$ cat config.mk
export PLATFORM = sky130hd
export DESIGN_NAME = mem_scrubber
export DESIGN_NICKNAME = d
export VERILOG_FILES = /design/src/rtl/scrub_pkg.sv /design/src/rtl/scrub_ctr.sv /design/src/rtl/scrub_rec.sv /design/src/rtl/scrub_seq.sv /design/src/rtl/mem_scrubber.sv
export SDC_FILE = /design/constraint.sdc
export NUM_CORES = 1
export LEC_CHECK = 0
export ABC_AREA = 0
export BUFFER_PORTS_ARGS = -buffer_cell sky130_fd_sc_hd__buf_2
export CAP_MARGIN = 5
export CORE_ASPECT_RATIO = 0.5
export CORE_MARGIN = 5
export CORE_UTILIZATION = 40
export DETAILED_ROUTE_END_ITERATION = 8
export GPL_ROUTABILITY_DRIVEN = 0
export RECOVER_POWER = 50
export SYNTH_ARGS = -nofsm -noshare
export SYNTH_HDL_FRONTEND = slang
export SYNTH_HIERARCHICAL = 1
export SYNTH_SLANG_ARGS = --single-unit
$ cat constraint.sdc
create_clock -name clk -period 6.44 [get_ports clk]
set_clock_uncertainty 0.2 [all_clocks]
set_input_delay 0.966 -clock clk [delete_from_list [all_inputs] [get_ports clk]]
set_output_delay 0.966 -clock clk [all_outputs]
set_load 0.01 [all_outputs]
$ cat src/rtl/scrub_pkg.sv
package scrub_pkg;
  localparam int BYTE_W = 8;
  localparam logic [BYTE_W-1:0] PAT_ODD  = 8'h55;
  localparam logic [BYTE_W-1:0] PAT_EVEN = 8'hAA;

  typedef enum logic [2:0] {ST_IDLE, ST_FILL, ST_READ, ST_CMP, ST_FIX} state_t;

  // expected byte: window mode always PAT_ODD, bank mode alternates by bank parity
  function automatic logic [BYTE_W-1:0] pattern_for(input logic bank_mode, input logic odd_bank);
    if (!bank_mode) return PAT_ODD;
    return odd_bank ? PAT_ODD : PAT_EVEN;
  endfunction
endpackage

$ cat src/rtl/scrub_ctr.sv
module scrub_ctr #(
  parameter int W = 16
) (
  input  logic         clk,
  input  logic         rst_n,
  input  logic         clr_i,
  input  logic         inc_i,
  output logic [W-1:0] q_o
);
  always_ff @(posedge clk or negedge rst_n) begin
    if (!rst_n)     q_o <= '0;
    else if (clr_i) q_o <= '0;
    else if (inc_i) q_o <= q_o + 1'b1;
  end
endmodule

$ cat src/rtl/scrub_rec.sv
module scrub_rec import scrub_pkg::*; #(
  parameter int ADDR_W = 8,
  parameter int TAG_W  = 16
) (
  input  logic              clk,
  input  logic              rst_n,
  input  logic              snap_i,
  input  logic [BYTE_W-1:0] obs_i,
  input  logic [TAG_W-1:0]  tag_i,
  input  logic              load_i,
  input  logic [ADDR_W-1:0] addr_i,
  input  logic [BYTE_W-1:0] exp_i,
  input  logic              ready_i,
  output logic              valid_o,
  output logic [ADDR_W-1:0] addr_o,
  output logic [BYTE_W-1:0] obs_o,
  output logic [BYTE_W-1:0] exp_o,
  output logic [TAG_W-1:0]  tag_o
);
  logic [BYTE_W-1:0] snap_obs_q;
  logic [TAG_W-1:0]  snap_tag_q;

  // snapshot at the compare cycle, published at the write cycle
  always_ff @(posedge clk or negedge rst_n) begin
    if (!rst_n) begin
      snap_obs_q <= '0;
      snap_tag_q <= '0;
    end else if (snap_i) begin
      snap_obs_q <= obs_i;
      snap_tag_q <= tag_i;
    end
  end

  always_ff @(posedge clk or negedge rst_n) begin
    if (!rst_n) begin
      valid_o <= 1'b0;
      addr_o  <= '0;
      obs_o   <= '0;
      exp_o   <= '0;
      tag_o   <= '0;
    end else if (load_i) begin
      valid_o <= 1'b1;
      addr_o  <= addr_i;
      obs_o   <= snap_obs_q;
      exp_o   <= exp_i;
      tag_o   <= snap_tag_q;
    end else if (ready_i) begin
      valid_o <= 1'b0;
    end
  end

  a_r6_hold_when_blocked: assert property (@(posedge clk) disable iff (!rst_n)
    (valid_o && !ready_i) |=> (valid_o && $stable(addr_o) && $stable(obs_o)
                               && $stable(exp_o) && $stable(tag_o)));

  a_r6_no_overwrite: assert property (@(posedge clk) disable iff (!rst_n)
    load_i |-> (!valid_o || ready_i));
endmodule

$ cat src/rtl/scrub_seq.sv
module scrub_seq import scrub_pkg::*; #(
  parameter int ADDR_W  = 8,
  parameter int BANK_SH = 3,
  parameter int BANK_HI = 31
) (
  input  logic              clk,
  input  logic              rst_n,
  input  logic              start_i,
  input  logic              stop_i,
  input  logic              bank_mode_i,
  input  logic [ADDR_W-1:0] lo_i,
  input  logic [ADDR_W-1:0] hi_i,
  input  logic [BYTE_W-1:0] rdata_i,
  input  logic              slot_free_i,
  output logic              mem_en_o,
  output logic              mem_we_o,
  output logic [ADDR_W-1:0] mem_addr_o,
  output logic [BYTE_W-1:0] mem_wdata_o,
  output logic [BYTE_W-1:0] exp_o,
  output logic              miss_o,
  output logic              load_o,
  output logic              wrap_o,
  output logic              clear_o
);
  localparam logic [ADDR_W-1:0] REGION_HI = ADDR_W'(BANK_HI);

  state_t            state_q;
  logic              mode_q;
  logic [ADDR_W-1:0] lo_q, hi_q, addr_q;
  logic              last_w, hit_w, advance_w, accept_w;

  function automatic logic [ADDR_W-1:0] step(input logic [ADDR_W-1:0] a,
                                             input logic wrap_now,
                                             input logic [ADDR_W-1:0] base);
    return wrap_now ? base : ADDR_W'(a + 1'b1);
  endfunction

  assign last_w    = (addr_q == hi_q);
  assign exp_o     = pattern_for(mode_q, addr_q[BANK_SH]);
  assign hit_w     = (state_q == ST_CMP) && (rdata_i == exp_o);
  assign miss_o    = (state_q == ST_CMP) && (rdata_i != exp_o);
  assign load_o    = (state_q == ST_FIX) && slot_free_i;
  assign advance_w = hit_w || load_o;
  assign wrap_o    = advance_w && last_w;
  assign accept_w  = (state_q == ST_IDLE) && start_i && !stop_i
                     && (bank_mode_i || (lo_i <= hi_i));
  assign clear_o   = accept_w;

  always_comb begin
    mem_en_o    = 1'b0;
    mem_we_o    = 1'b0;
    mem_addr_o  = addr_q;
    mem_wdata_o = exp_o;
    unique case (state_q)
      ST_FILL: begin mem_en_o = 1'b1; mem_we_o = 1'b1; end
      ST_READ: mem_en_o = 1'b1;
      ST_FIX:  begin mem_en_o = slot_free_i; mem_we_o = slot_free_i; end
      default: ;
    endcase
  end

  always_ff @(posedge clk or negedge rst_n) begin
    if (!rst_n) begin
      state_q <= ST_IDLE;
      mode_q  <= 1'b0;
      lo_q    <= '0;
      hi_q    <= '0;
      addr_q  <= '0;
    end else if (stop_i) begin
      state_q <= ST_IDLE;
    end else begin
      unique case (state_q)
        ST_IDLE: if (accept_w) begin
          state_q <= ST_FILL;
          mode_q  <= bank_mode_i;
          lo_q    <= bank_mode_i ? '0 : lo_i;
          hi_q    <= bank_mode_i ? REGION_HI : hi_i;
          addr_q  <= bank_mode_i ? '0 : lo_i;
        end
        ST_FILL: begin
          addr_q <= step(addr_q, last_w, lo_q);
          if (last_w) state_q <= ST_READ;
        end
        ST_READ: state_q <= ST_CMP;
        ST_CMP: begin
          if (hit_w) begin
            addr_q  <= step(addr_q, last_w, lo_q);
            state_q <= ST_READ;
          end else begin
            state_q <= ST_FIX;
          end
        end
        ST_FIX: if (slot_free_i) begin
          addr_q  <= step(addr_q, last_w, lo_q);
          state_q <= ST_READ;
        end
        default: state_q <= ST_IDLE;
      endcase
    end
  end

  a_r2_write_in_window: assert property (@(posedge clk) disable iff (!rst_n)
    mem_we_o |-> (mem_addr_o >= lo_q && mem_addr_o <= hi_q));

  a_r3_hit_reads_next: assert property (@(posedge clk) disable iff (!rst_n)
    (hit_w && !stop_i) |=> (mem_en_o && !mem_we_o &&
      mem_addr_o == ($past(last_w) ? lo_q : ADDR_W'($past(mem_addr_o) + 1'b1))));

  a_r4_miss_fixes_same: assert property (@(posedge clk) disable iff (!rst_n)
    (miss_o && !stop_i) |=> (state_q == ST_FIX && $stable(mem_addr_o)));

  a_r9_stop_quiet: assert property (@(posedge clk) disable iff (!rst_n)
    stop_i |=> !mem_en_o);
endmodule

$ cat src/rtl/mem_scrubber.sv
module mem_scrubber import scrub_pkg::*; #(
  parameter int ADDR_W    = 8,
  parameter int BANKS     = 4,
  parameter int BANK_REGS = 8,
  parameter int TAG_W     = 16,
  parameter int SWEEP_W   = 16
) (
  input  logic               clk,
  input  logic               rst_n,
  input  logic               start_i,
  input  logic               stop_i,
  input  logic               bank_mode_i,
  input  logic [ADDR_W-1:0]  win_lo_i,
  input  logic [ADDR_W-1:0]  win_hi_i,
  output logic               mem_en_o,
  output logic               mem_we_o,
  output logic [ADDR_W-1:0]  mem_addr_o,
  output logic [BYTE_W-1:0]  mem_wdata_o,
  input  logic [BYTE_W-1:0]  mem_rdata_i,
  output logic               rec_valid_o,
  input  logic               rec_ready_i,
  output logic [ADDR_W-1:0]  rec_addr_o,
  output logic [BYTE_W-1:0]  rec_obs_o,
  output logic [BYTE_W-1:0]  rec_exp_o,
  output logic [TAG_W-1:0]   rec_tag_o,
  output logic [SWEEP_W-1:0] sweeps_o
);
  localparam int BANK_SH   = $clog2(BANK_REGS);
  localparam int BANK_SPAN = BANKS * BANK_REGS;
  localparam int BANK_HI   = BANK_SPAN - 1;

  logic [BYTE_W-1:0] exp_w;
  logic [TAG_W-1:0]  tag_w;
  logic miss_w, load_w, wrap_w, clear_w, slot_free_w;

  assign slot_free_w = !rec_valid_o || rec_ready_i;

  scrub_seq #(.ADDR_W(ADDR_W), .BANK_SH(BANK_SH), .BANK_HI(BANK_HI)) seq_i (
    .clk(clk), .rst_n(rst_n), .start_i(start_i), .stop_i(stop_i),
    .bank_mode_i(bank_mode_i), .lo_i(win_lo_i), .hi_i(win_hi_i),
    .rdata_i(mem_rdata_i), .slot_free_i(slot_free_w),
    .mem_en_o(mem_en_o), .mem_we_o(mem_we_o), .mem_addr_o(mem_addr_o),
    .mem_wdata_o(mem_wdata_o), .exp_o(exp_w), .miss_o(miss_w),
    .load_o(load_w), .wrap_o(wrap_w), .clear_o(clear_w)
  );

  scrub_ctr #(.W(TAG_W)) tag_i (
    .clk(clk), .rst_n(rst_n), .clr_i(1'b0), .inc_i(1'b1), .q_o(tag_w)
  );

  scrub_ctr #(.W(SWEEP_W)) sweep_i (
    .clk(clk), .rst_n(rst_n), .clr_i(clear_w), .inc_i(wrap_w), .q_o(sweeps_o)
  );

  scrub_rec #(.ADDR_W(ADDR_W), .TAG_W(TAG_W)) rec_i (
    .clk(clk), .rst_n(rst_n), .snap_i(miss_w), .obs_i(mem_rdata_i), .tag_i(tag_w),
    .load_i(load_w), .addr_i(mem_addr_o), .exp_i(exp_w), .ready_i(rec_ready_i),
    .valid_o(rec_valid_o), .addr_o(rec_addr_o), .obs_o(rec_obs_o),
    .exp_o(rec_exp_o), .tag_o(rec_tag_o)
  );

  a_r7_sweep_on_wrap: assert property (@(posedge clk) disable iff (!rst_n)
    (sweeps_o != $past(sweeps_o)) |-> ($past(wrap_w) || $past(clear_w)));

  a_r5_record_after_write: assert property (@(posedge clk) disable iff (!rst_n)
    $rose(rec_valid_o) |-> $past(mem_we_o));
endmodule

==> results.toml <==
[setup_path]
critPathKind = "in2reg"
cp-end-kind = "register"
cp.required_ns = 6.52
critical_path.max_fanout = 41
crit_arrival_ns = 4.29
startpoint_type = "input port"

[run]
max_cap_viol_count = 1

[final_layout]
layout.cells.non_filler = 861
stdcell_area_um2 = 7510
n_antenna_cell = 0
final_common_cell = "dfrtp_1"
seqCellArea_um2 = 3130
final_cell_mix = "dfrtp_1 (125), mux2_4 (67), clkbuf_1 (66)"
syn2layout_area_growth_pct = 15.0
final_util = 0.464
drive_gt1_frac = 0.279
fill_cells = 1537
nets = 662
multi_input_area_um2 = 2940

[routing]
num_vias = 4147
first_iter_violations = 201
avgRoutedWirePerCell_um = 15.9
vias_per_cell = 4.82
drtAntennaViolNets = 0
dr.pass1.iters = 5
route.detailed.drc = 0
wl_um = 13700

[sta]
tightest_slew_ns = 3.21
hold_viol_final = 0
fin_crit_ns = 4.20
setup_viol = 0
fin_ws_ns = 2.24
fmax_ghz = 0.238
period_share = 0.653
drv_slew = 42
slew_headroom = -1.14
totalNegativeSetupSlack_ns = 0
grt_setup_unrepaired = "false"

[floorplan]
pin_count = 105
coreArea_um2 = 16200
rows = 33
die_area_um2 = 19200
die_h_um = 100
die_x_um = 191
start_util = 0.404

[logic_synthesis]
syn_area_um2 = 6540
ys_seq_area_frac = 0.479
synth_edf_count = 0
yosys_warnings = 6
synth-seq-cells = 125
synth_cells = 531
syn_nets = 572
synth.avg_cell_area_um2 = 12.3
synthFlopType = "dfrtp_1"
synth_cell_types = 51
synthArstFlopShare = 1.00

[min_path]
hold_path.class = "reg2reg"

[run_status]
failed_checks = "max-capacitance violations, max-slew violations"
status = "finished with violations"

[cts]
clock_latency_ns = 0.41
cts_buffers = 17
clk_path_buf_depth = 2
cts_root_buf = "clkbuf_16"
htreeDepth = 4
clk_pin_slew_worst_paths_ns = 0.06
cts_sinks = 125
post_cts_buffers = 0
ctsResizeCount = 0
cts_hold_buf = 0
cts_tree = "built"

[pwr]
p_clk_frac = 0.430
vdd_ir_drop_max_v = 0.000204
p_leak_nw = 3.36
sw_frac_of_total = 0.285
power.switching_w = 0.000635
p_int_w = 0.00159
p_seq_frac = 0.418
p_comb_frac = 0.152
powerDensity_nw_per_um2 = 297

[placed_design]
place_worst_setup_slack_ns = 2.66
place_area_um2 = 7040
place_inst = 829
dp_hpwl_um = 9480
portBuffers = 104

[global_routing]
antenna_found_initial = 0
grt_pass1_vias = 4343
grt_max_degree = 69
gr-total-overflow = 0
grt_pass1_wl_um = 22900
grtUsageTotal = 0.150
==> power by group through the flow <==
stage	clock network (W)	logic [W]	registers [W]
after floorplan	0	0.000271	0.000929
after global placement	0	0.000340	0.000945
after detailed placement	0	0.000345	0.000947
after CTS	0.000981	0.000349	0.000933
after global routing	0.00102	0.000377	0.000944
final	0.000958	0.000339	0.000932
==> registers in the layout, indices dropped and copies added (netlist names) <==
register and count:
rec_i/addr_o 8, rec_i/exp_o 8, rec_i/obs_o 8, rec_i/snap_obs_q 8, rec_i/snap_tag_q 16, rec_i/tag_o 16, rec_i/valid_o 1, seq_i/hi_q 8
seq_i/lo_q 8, seq_i/mem_addr_o 8, seq_i/mode_q 1, seq_i/state_q 3, sweep_i/q_o 16, tag_i/q_o 16
==> final cells by class <==
type                            instances  share of cell area
Multi-Input combinational cell        343               0.391
Inverter                               26              0.0130
Sequential cell                       125               0.416
Timing Repair Buffer                  108              0.0623
Tap cell                              227              0.0378
Clock inverter                         14              0.0215
Clock buffer                           18              0.0585
==> kinds of logic (layout without fill, tap and decap cells) <==
family | count (synthesis) | in the layout | synth area share
flops | 125 | 125 | 0.479
compound gates | 50 | 50 | 0.0503
fa+ha+maj | 11 | 11 | 0.0211
other cells | 2 | 2 | 0.00115
simple gates | 149 | 149 | 0.132
buf+inv | 63 | 166 | 0.0674
mux | 98 | 98 | 0.205
xor+xnor | 33 | 33 | 0.0442
==> layer usage <==
metal | vias to the layer above | GRT usage | wire, um
met1 | 2067 | 0.206 | 6790
met5 | - | 0 | 0
met3 | 10 | 0.0347 | 390
li1 | 2016 | - | -
met2 | 54 | 0.237 | 6390
met4 | 0 | 0.0480 | 100
==> path summary, 6_finish.rpt <==
check                                                      start                               end  slack, ns  cells past startpoint
worst max-delay path                                 rec_ready_i       rec_i/tag_o[15]$_DFFE_PN0P_       2.24                      6
worst min-delay path            rec_i/snap_tag_q[15]$_DFFE_PN0P_  rec_i/snap_tag_q[15]$_DFFE_PN0P_       0.30                      1
worst max register to register      seq_i/state_q[2]$_DFFE_PN0P_       rec_i/tag_o[15]$_DFFE_PN0P_       2.45                      4
worst min register to register  rec_i/snap_tag_q[15]$_DFFE_PN0P_  rec_i/snap_tag_q[15]$_DFFE_PN0P_       0.30                      1
max in group asynchronous                                  rst_n   rec_i/snap_tag_q[8]$_DFFE_PN0P_       4.29                      2
min in group asynchronous                                  rst_n        rec_i/exp_o[2]$_DFFE_PN0P_       0.47                      1
==> critical path: stages <==
cell and delay (ns):
buf_2 0.10, nand2b_1 0.14, nand2_1 0.12, nor3_2 0.16
clkbuf_1 2.29, mux2_2 0.49
==> per-stage QoR <==
step	total power [W]	hold slack (ns)
after detailed placement	0.00129	0.290
final	0.00223	0.302
after global routing	0.00234	0.307
after global placement	0.00128	0.283
after CTS	0.00226	0.304
after floorplan	0.00120	0.275
==> cells in the mapped netlist (3+ instances only) <==
master    number  area [um2]
dfrtp_1      125        3130
mux2_4        67        1010
nor2_1        45         169
inv_1         26        97.6
xnor2_1       25         219
nand2_1       23        86.3
buf_4         16         120
mux2_2        16         180
a21oi_1       15        75.1
mux2i_1       13         130
nand4_1       12        75.1
ha_1          11         138
o21ai_0       11        55.1
buf_6         10         113
nand3_1       10        50.1
nor2b_1       10        62.6
nor3_1         9        45.0
nor4_2         8         100
xor2_1         8        70.1
or3_1          6        37.5
o21ai_1        5        25.0
buf_12         4        80.1
clkbuf_1       4        15.0
nor4bb_1       4        40.0
o21a_1         4        30.0
and3_1         3        18.8
buf_2          3        15.0
nand2b_1       3        18.8
o31ai_1        3        22.5
(Power assumes the default switching activity.)
